[config.mk]
export PLATFORM = sky130hd
export DESIGN_NAME = tmr_chan
export DESIGN_NICKNAME = d
export VERILOG_FILES = /design/src/rtl/tmr_pkg.sv /design/src/rtl/tmr_decode.sv /design/src/rtl/tmr_core.sv /design/src/rtl/tmr_chan.sv
export SDC_FILE = /design/constraint.sdc
export NUM_CORES = 1
export LEC_CHECK = 0
export BUFFER_PORTS_ARGS = -buffer_cell sky130_fd_sc_hd__buf_4
export CAP_MARGIN = 20
export CORE_ASPECT_RATIO = 0.7
export CORE_UTILIZATION = 35
export CTS_CLUSTER_DIAMETER = 100
export DETAILED_ROUTE_END_ITERATION = 16
export PLACE_DENSITY = 0.66
export SLEW_MARGIN = 20
export SYNTH_ARGS = -nofsm -noshare
export SYNTH_HDL_FRONTEND = slang
export SYNTH_SLANG_ARGS = --single-unit
export TNS_END_PERCENT = 10
[constraint.sdc]
create_clock -name clk -period 2.48 [get_ports clk]
set_input_delay 0.496 -clock clk [delete_from_list [all_inputs] [get_ports clk]]
set_output_delay 0.496 -clock clk [all_outputs]
set_load 0.03 [all_outputs]
[src/rtl/tmr_pkg.sv]
package tmr_pkg;
    localparam int DATA_W  = 32;
    localparam int BIT_EN  = 31;
    localparam int BIT_PER = 30;
    localparam int BIT_ACK = 30;
    localparam int BIT_PND = 30;
    localparam int OFS_CTL = 0;
    localparam int OFS_STS = 4;

    typedef enum logic [1:0] {
        ST_IDLE     = 2'd0,
        ST_ONESHOT  = 2'd1,
        ST_PERIODIC = 2'd2
    } tmr_state_t;

    function automatic int slot_base(input int idx);
        return ((idx & 2) != 0 ? 'h50 : 0) + ((idx & 1) != 0 ? 'h08 : 0);
    endfunction
endpackage

[src/rtl/tmr_decode.sv]
module tmr_decode
    import tmr_pkg::*;
#(
    parameter int ADDR_W = 8,
    parameter int SLOT   = 0
) (
    input  logic [ADDR_W-1:0] addr,
    output logic              ctl_hit,
    output logic              sts_hit
);
    localparam logic [ADDR_W-1:0] BASE = ADDR_W'(slot_base(SLOT));
    localparam logic [ADDR_W-1:0] CTL_A = BASE + ADDR_W'(OFS_CTL);
    localparam logic [ADDR_W-1:0] STS_A = BASE + ADDR_W'(OFS_STS);

    always_comb begin
        ctl_hit = (addr == CTL_A);
        sts_hit = (addr == STS_A);
    end
endmodule

[src/rtl/tmr_core.sv]
module tmr_core
    import tmr_pkg::*;
#(
    parameter int CNT_W = 29
) (
    input  logic             clk,
    input  logic             rst_n,
    input  logic             tick,
    input  logic             ctl_we,
    input  logic             ack_we,
    input  logic [DATA_W-1:0] wdata,
    output logic             running,
    output logic             periodic,
    output logic             pending,
    output logic             expire,
    output logic [CNT_W-1:0] count,
    output logic [CNT_W-1:0] reload
);
    tmr_state_t state, state_nx;
    logic       at_zero;

    always_comb begin
        at_zero = (count == '0);
        expire  = (state != ST_IDLE) && tick && at_zero && !ctl_we;
    end

    // next-state logic
    always_comb begin
        state_nx = state;
        if (ctl_we) begin
            if (!wdata[BIT_EN])       state_nx = ST_IDLE;      // halt
            else if (wdata[BIT_PER])  state_nx = ST_PERIODIC;  // start_loop
            else                      state_nx = ST_ONESHOT;   // start_once
        end else begin
            unique case (state)
                ST_IDLE:     state_nx = ST_IDLE;
                ST_ONESHOT:  if (expire) state_nx = ST_IDLE;   // expire_stop
                ST_PERIODIC: state_nx = ST_PERIODIC;           // expire_reload
                default:     state_nx = ST_IDLE;
            endcase
        end
    end

    // state register
    always_ff @(posedge clk or negedge rst_n) begin
        if (!rst_n) state <= ST_IDLE;
        else        state <= state_nx;
    end

    // counter, stored fields and pending flag
    always_ff @(posedge clk or negedge rst_n) begin
        if (!rst_n) begin
            count    <= '0;
            reload   <= '0;
            periodic <= 1'b0;
            pending  <= 1'b0;
        end else begin
            if (ctl_we) begin
                reload   <= wdata[CNT_W-1:0];
                count    <= wdata[CNT_W-1:0];
                periodic <= wdata[BIT_PER];
            end else if (state != ST_IDLE && tick) begin
                if (at_zero) count <= (state == ST_PERIODIC) ? reload : '0;
                else         count <= count - 1'b1;
            end
            if (expire)                         pending <= 1'b1;
            else if (ack_we && wdata[BIT_ACK])  pending <= 1'b0;
        end
    end

    always_comb running = (state != ST_IDLE);
endmodule

[src/rtl/tmr_chan.sv]
module tmr_chan
    import tmr_pkg::*;
#(
    parameter int ADDR_W = 8,
    parameter int SLOT   = 0,
    parameter int CNT_W  = 29
) (
    input  logic              clk,
    input  logic              rst_n,
    input  logic              tick,
    input  logic              we,
    input  logic [ADDR_W-1:0] addr,
    input  logic [31:0]       wdata,
    output logic [31:0]       rdata,
    output logic              irq
);
    logic             ctl_hit, sts_hit;
    logic             running, periodic, pending, expire;
    logic [CNT_W-1:0] count, reload;
    logic [31:0]      ctl_view, sts_view;

    tmr_decode #(.ADDR_W(ADDR_W), .SLOT(SLOT)) u_dec (
        .addr    (addr),
        .ctl_hit (ctl_hit),
        .sts_hit (sts_hit)
    );

    tmr_core #(.CNT_W(CNT_W)) u_core (
        .clk      (clk),
        .rst_n    (rst_n),
        .tick     (tick),
        .ctl_we   (we && ctl_hit),
        .ack_we   (we && sts_hit),
        .wdata    (wdata),
        .running  (running),
        .periodic (periodic),
        .pending  (pending),
        .expire   (expire),
        .count    (count),
        .reload   (reload)
    );

    always_comb begin
        ctl_view = '0;
        ctl_view[CNT_W-1:0] = reload;
        ctl_view[BIT_EN]    = running;
        ctl_view[BIT_PER]   = periodic;
        sts_view = '0;
        sts_view[CNT_W-1:0] = count;
        sts_view[BIT_PND]   = pending;
        if (ctl_hit)      rdata = ctl_view;
        else if (sts_hit) rdata = sts_view;
        else              rdata = '0;
        irq = pending;
    end
endmodule

# Word level (Yosys, flattened, before mapping)
# Index checks and enable logic that the tools add are counted.
op_classes:
  addsub: 1
  n_eq_ne: 4
  n_mux: 13
  n_reduce_logical: 12
ops:
  columns: ["operator", "count"]
  rows:
  - ["$mux W29", 4]
  - ["$mux W32", 1]
  - ["$mux W31", 1]
  - ["$logic_not A29 Y1", 1]
  - ["$sub A29 B1 Y29 const B", 1]
  - ["$eq A8 B3 Y1 const B", 1]
  - ["$logic_not A8 Y1", 1]
  - ["$mux W2", 4]
  - ["$logic_and A1 B1 Y1", 6]
  - ["$reduce_bool A2 Y1", 3]
  - ["$pmux W2 S2", 1]
  - ["$ne A3 B2 Y1 const B", 1]
  - ["$eq A2 B1 Y1 const B", 1]
  - ["$eq A2 B2 Y1 const B", 1]
  - ["$mux W1", 2]
  - ["$logic_not A1 Y1", 1]
word_totals:
  ff_bits: 62
  input_bits: 44
  out_inout_bits: 33
  elab_cells: 35

# Depth between registers and ports, before layout
depth:
  depth_word: 7
  ltp_mapped: 10
  mapped_depth_nobuf: 8

# By module
# From an unflattened synthesis, not the netlist that was laid out.
unflattened:
  cells_unflattened: 426
  hier_area_um2: 3806.2
modules_own_cells:
  columns: ["module", "instances", "cells_per_inst", "area_per_inst_um2", "seq_area_each_um2"]
  rows:
  - ["tmr_core", 1, 374, 3390.8, 1551.5]
  - ["tmr_chan", 1, 47, 374.1, 0.0]
  - ["tmr_decode", 1, 5, 41.3, 0.0]

# Worst setup path after synthesis
# No wires, ideal clock.
synth_timing:
  kind: "register -> register"
  start: "register u_core.count[12]"
  end: "register u_core.count[27]"
  setup_time_ps: 111
  arrival_ps: 2562
  required_time_ps: 2369
  path_slack_ps: -193
  path_stages_with_launch: 10
  n_path_buf: 3
  synth_period_minus_slack_ps: 2673
  path_cell_list: "dfrtp_1 > buf_6 > or4_4 > or4_4 > buf_6 > nor4_4 > and2_4 > buf_8 > a21oi_2 > a2111oi_2"
synth_via:
  elab_chain_len: 4
  word_cells_on_any_way: 5
  classes_between: "add/sub (1); mux (3); reduce/logical (1)"
synth_rtl:
  columns: ["element", "line_no", "rtl"]
  rows:
  - ["from (decl)", "tmr_core.sv:16", "output logic [CNT_W-1:0] count,"]
  - ["from (signal assigned)", "tmr_core.sv:60", "count <= wdata[CNT_W-1:0];"]
  - ["from (signal assigned)", "tmr_core.sv:63", "if (at_zero) count <= (state == ST_PERIODIC) ? reload : '0;"]
  - ["from (signal assigned)", "tmr_core.sv:64", "else count <= count - 1'b1;"]
  - ["$sub A29 B1 Y29 or $logic_not A29 Y1 (tied branches)", "tmr_core.sv:64, tmr_core.sv:23", null]
  - ["$mux W29 *", "tmr_core.sv:63", null]
  - ["$mux W29 *", "tmr_core.sv:62", "end else if (state != ST_IDLE && tick) begin"]
  - ["$mux W29 *", "tmr_core.sv:58", "if (ctl_we) begin"]
# Mark *: on every way between the ends. The rest lies on a longest branch, timed or not. The select of a mux whose other input is x is not followed.
# A chain may end at the register's enable or synchronous reset.

# Worst setup path in the final report
layout_timing:
  start: "register u_core.count[15]"
  end: "register u_core.count[12]"
layout_via:
  elab_chain_len: 4
layout_rtl:
  columns: ["element", "line_no", "rtl"]
  rows:
  - ["$logic_not A29 Y1", "tmr_core.sv:23", "at_zero = (count == '0);"]
  - ["$mux W29", "tmr_core.sv:63", null]
  - ["$mux W29", "tmr_core.sv:62", null]
  - ["$mux W29", "tmr_core.sv:58", null]
# Every way passes these cells. The select of a mux whose other input is x is not followed.

==> impl_metrics.yaml <==
grt:
  grt_pass1_wl_um: 21800
  busiest_layer: "met2"
  antenna_found_initial: 0
  grt_start_max_net_pins: 63
  grt_overflow_total: 0
  grt_util_all_layers: 0.252
  met2_usage: 0.407
  grt_pass1_vias: 4087
  met1_usage: 0.344
  gr-usage-met3: 0.0604
flow_run:
  drv_cap: 0
worst_setup_path:
  cp.arrival_ps: 2720
  rr_endpoint: "u_core.count[12]"
  crit_start: "u_core.count[15]"
  end_kind: "flip-flop"
  critPathLaunchType: "flip-flop"
  cp.required_ps: 2680
  critical_path.endpoint: "u_core.count[12]"
  reg2regPathDepth: 7
  worstSetupPathType: "flip-flop to flip-flop"
  rrSetupSlack_ps: -30
  crit_fanout: 6
  reg2reg_from: "u_core.count[15]"
routing:
  drt-initial-drc-count: 424
  avgViaCountPerCell: 5.92
  ant_nets: 0
  dr.pass1.iters: 4
  wirelength_um: 13500
  vias: 4212
  drc: 0
  detail_route.wl_per_cell_um: 18.9
floorplanning:
  die_h_um: 89.4
  num_rows: 31
  core_mm2: 0.0105
  die_x_um: 127
  start_util: 0.364
  io_pins: 77
  die_area_mm2: 0.0113
clock_network:
  cts-root-buf: "clkbuf_16"
  h-tree-depth: 3
  cts_tree: "done"
  cts.sinks: 62
  cts_buffer_depth: 2
  clock_latency_ps: 340
  postCtsHoldBufs: 0
  cts_buffers: 9
  path_clk_slew_ps: 50
synthesis:
  async_reset_ff_frac: 1.00
  synth_cell_types: 63
  syn_inst: 471
  synth_top_family_by_area: "simple AND/OR/NAND/NOR gates"
  synthMuxAreaShare: 0.00262
  yosys-top-cells-area: "dfrtp_1 41%, nand2_1 12%, a22o_1 6.9%"
  yosys_warnings: 0
  ys_ff_latch: 62
  synth_top_area_frac: 0.407
  synth-seq-area-share: 0.407
  synth_top_area_cell: "dfrtp_1"
  syn_nets: 516
  synthXorXnorAreaFrac: 0.0161
  synth-simple-area-share: 0.297
  synth_edf_count: 0
  netlist_area_mm2: 0.00381
  synth_adder_area_share: 0.00328
  synth-compound-area-share: 0.225
  avgSynthCellArea_um2: 8.10
  ys.flop_type: "dfrtp_1"
finish:
  antennaDiodeCount: 0
  final_net_count: 620
  final_area_mm2: 0.00518
  drive_gt1_frac: 0.276
  synthToLayoutAreaGrowth_pct: 35.8
  final_core_utilization: 0.495
  final_cell_mix: "121 x buf_4, 119 x nand2_1, 62 x dfrtp_1, 49 x nor2_1, 30 x a22o_1"
  layout_commonest_cell: "buf_4"
power_and_ir_drop:
  p_leak_nw: 2.48
  ir_drop_mv: 0.371
  power_density_mw_per_mm2: 781
  p_total_mw: 4.05
place:
  place_area_mm2: 0.00475
  portBuffers: 74
  gp_congestion: 0.879
  dp_slack_ps: -35.6
  dpl.hpwl_um: 9200
status:
  violations: "negative setup slack"
  status: "finished, violations left"
sta:
  timing.final.ws_setup_ps: -33.3
  max_slew.worst_pin.slew_ps: 811
  period_share: 1.01
  relSlewSlack: 0.460
  fmax_mhz: 398
  setup_tns_ps: -108
  skew_ps: 9.13
  hold_viol_final: 0
  finalSetupViolations: 9
  period_minus_slack_ps: 2510
  rsz0062_at_grt: "true"
  slew_violations: 0
min_path:
  hold_class: "primary input to async pin"
==> critical path, cell delays in order, from the launching register on <==
cell	delay, ps
dfrtp_1	370
or4_4	570
or4_4	580
buf_4	170
nor3_1	230
nor3_1	70
a211oi_1	280
a21oi_1	100
==> per-layer routing <==
layer | vias to the layer above | wire, um
met2 | 208 | 5960
li1 | 1916 | -
met4 | 0 | 134
met1 | 2076 | 6240
met3 | 12 | 1130
met5 | - | 0
==> worst min-delay path by stage <==
stage	startpoint	end	slack [ps]
after CTS	rst_n	u_core.count[10]	290
final	rst_n	u_core.count[10]	260
after floorplan	rst_n	u_core.count[0]	200
after global routing	rst_n	u_core.reload[10]	330
after global placement	u_core.periodic	u_core.periodic	470
after detailed placement	u_core.periodic	u_core.periodic	480
==> state kept, by name, indices dropped and copies added, names as in the netlist <==
signal	flops
u_core.state	2
u_core.pending	1
u_core.count	29
u_core.reload	29
u_core.periodic	1
==> repair_timing <==
action	in CTS	in global routing
gates resized for setup	3	12
hold endpoints to repair	0	0
cloned	1	0
endpoints found under the setup margin	29	26
buffers inserted	7	1
pin swaps	2	8
==> synth_stat cells (3+ instances only) <==
master and instances:
o21a_1 4, nand2_1 121, o21ai_0 11, o211ai_1 5, a211oi_1 3, a21oi_1 16
a31oi_1 8, buf_6 3, nor3_1 19, o22ai_1 8, xnor2_1 4, inv_1 4
a22o_1 30, xor2_1 3, o31ai_1 3, clkbuf_1 23, nor4_1 8, nor2_1 49
dfrtp_1 62, nand3_1 14, a2111oi_0 5, nor4b_1 4, or4_1 3, buf_1 3
and3_1 5, a221oi_1 6
==> metrics by stage <==
stage / cells / hold WS [ps]
after global routing: 711 / 334
after floorplan: 471 / 200
after global placement: 687 / 475
final: 711 / 264
after detailed placement: 687 / 476
after CTS: 710 / 294
==> power by group <==
| group | internal, mW | total, mW | switching [mW] |
|---|---|---|---|
| Sequential | 1.23 | 1.49 | 0.260 |
| Combinational | 0.625 | 1.32 | 0.697 |
| Clock | 0.781 | 1.23 | 0.452 |
| Total | 2.64 | 4.05 | 1.41 |
==> cells by family after synthesis <==
group,Yosys count
AOI/OAI and AO/OA,116
xor gates and xnor gates,7
adders and majority gates,1
buffers and inverters,38
DFF,62
muxes,1
other,1
and+or+nand+nor,245
==> area by class of cell <==
type	count	area [um^2]
fillers	997	5290
clock buffers	15	288
flip-flops and latches	62	1550
multi-input cells	371	2130
well taps	132	165
repair buffers	127	1030
inverters	4	15.0
(Power assumes the default switching activity.)
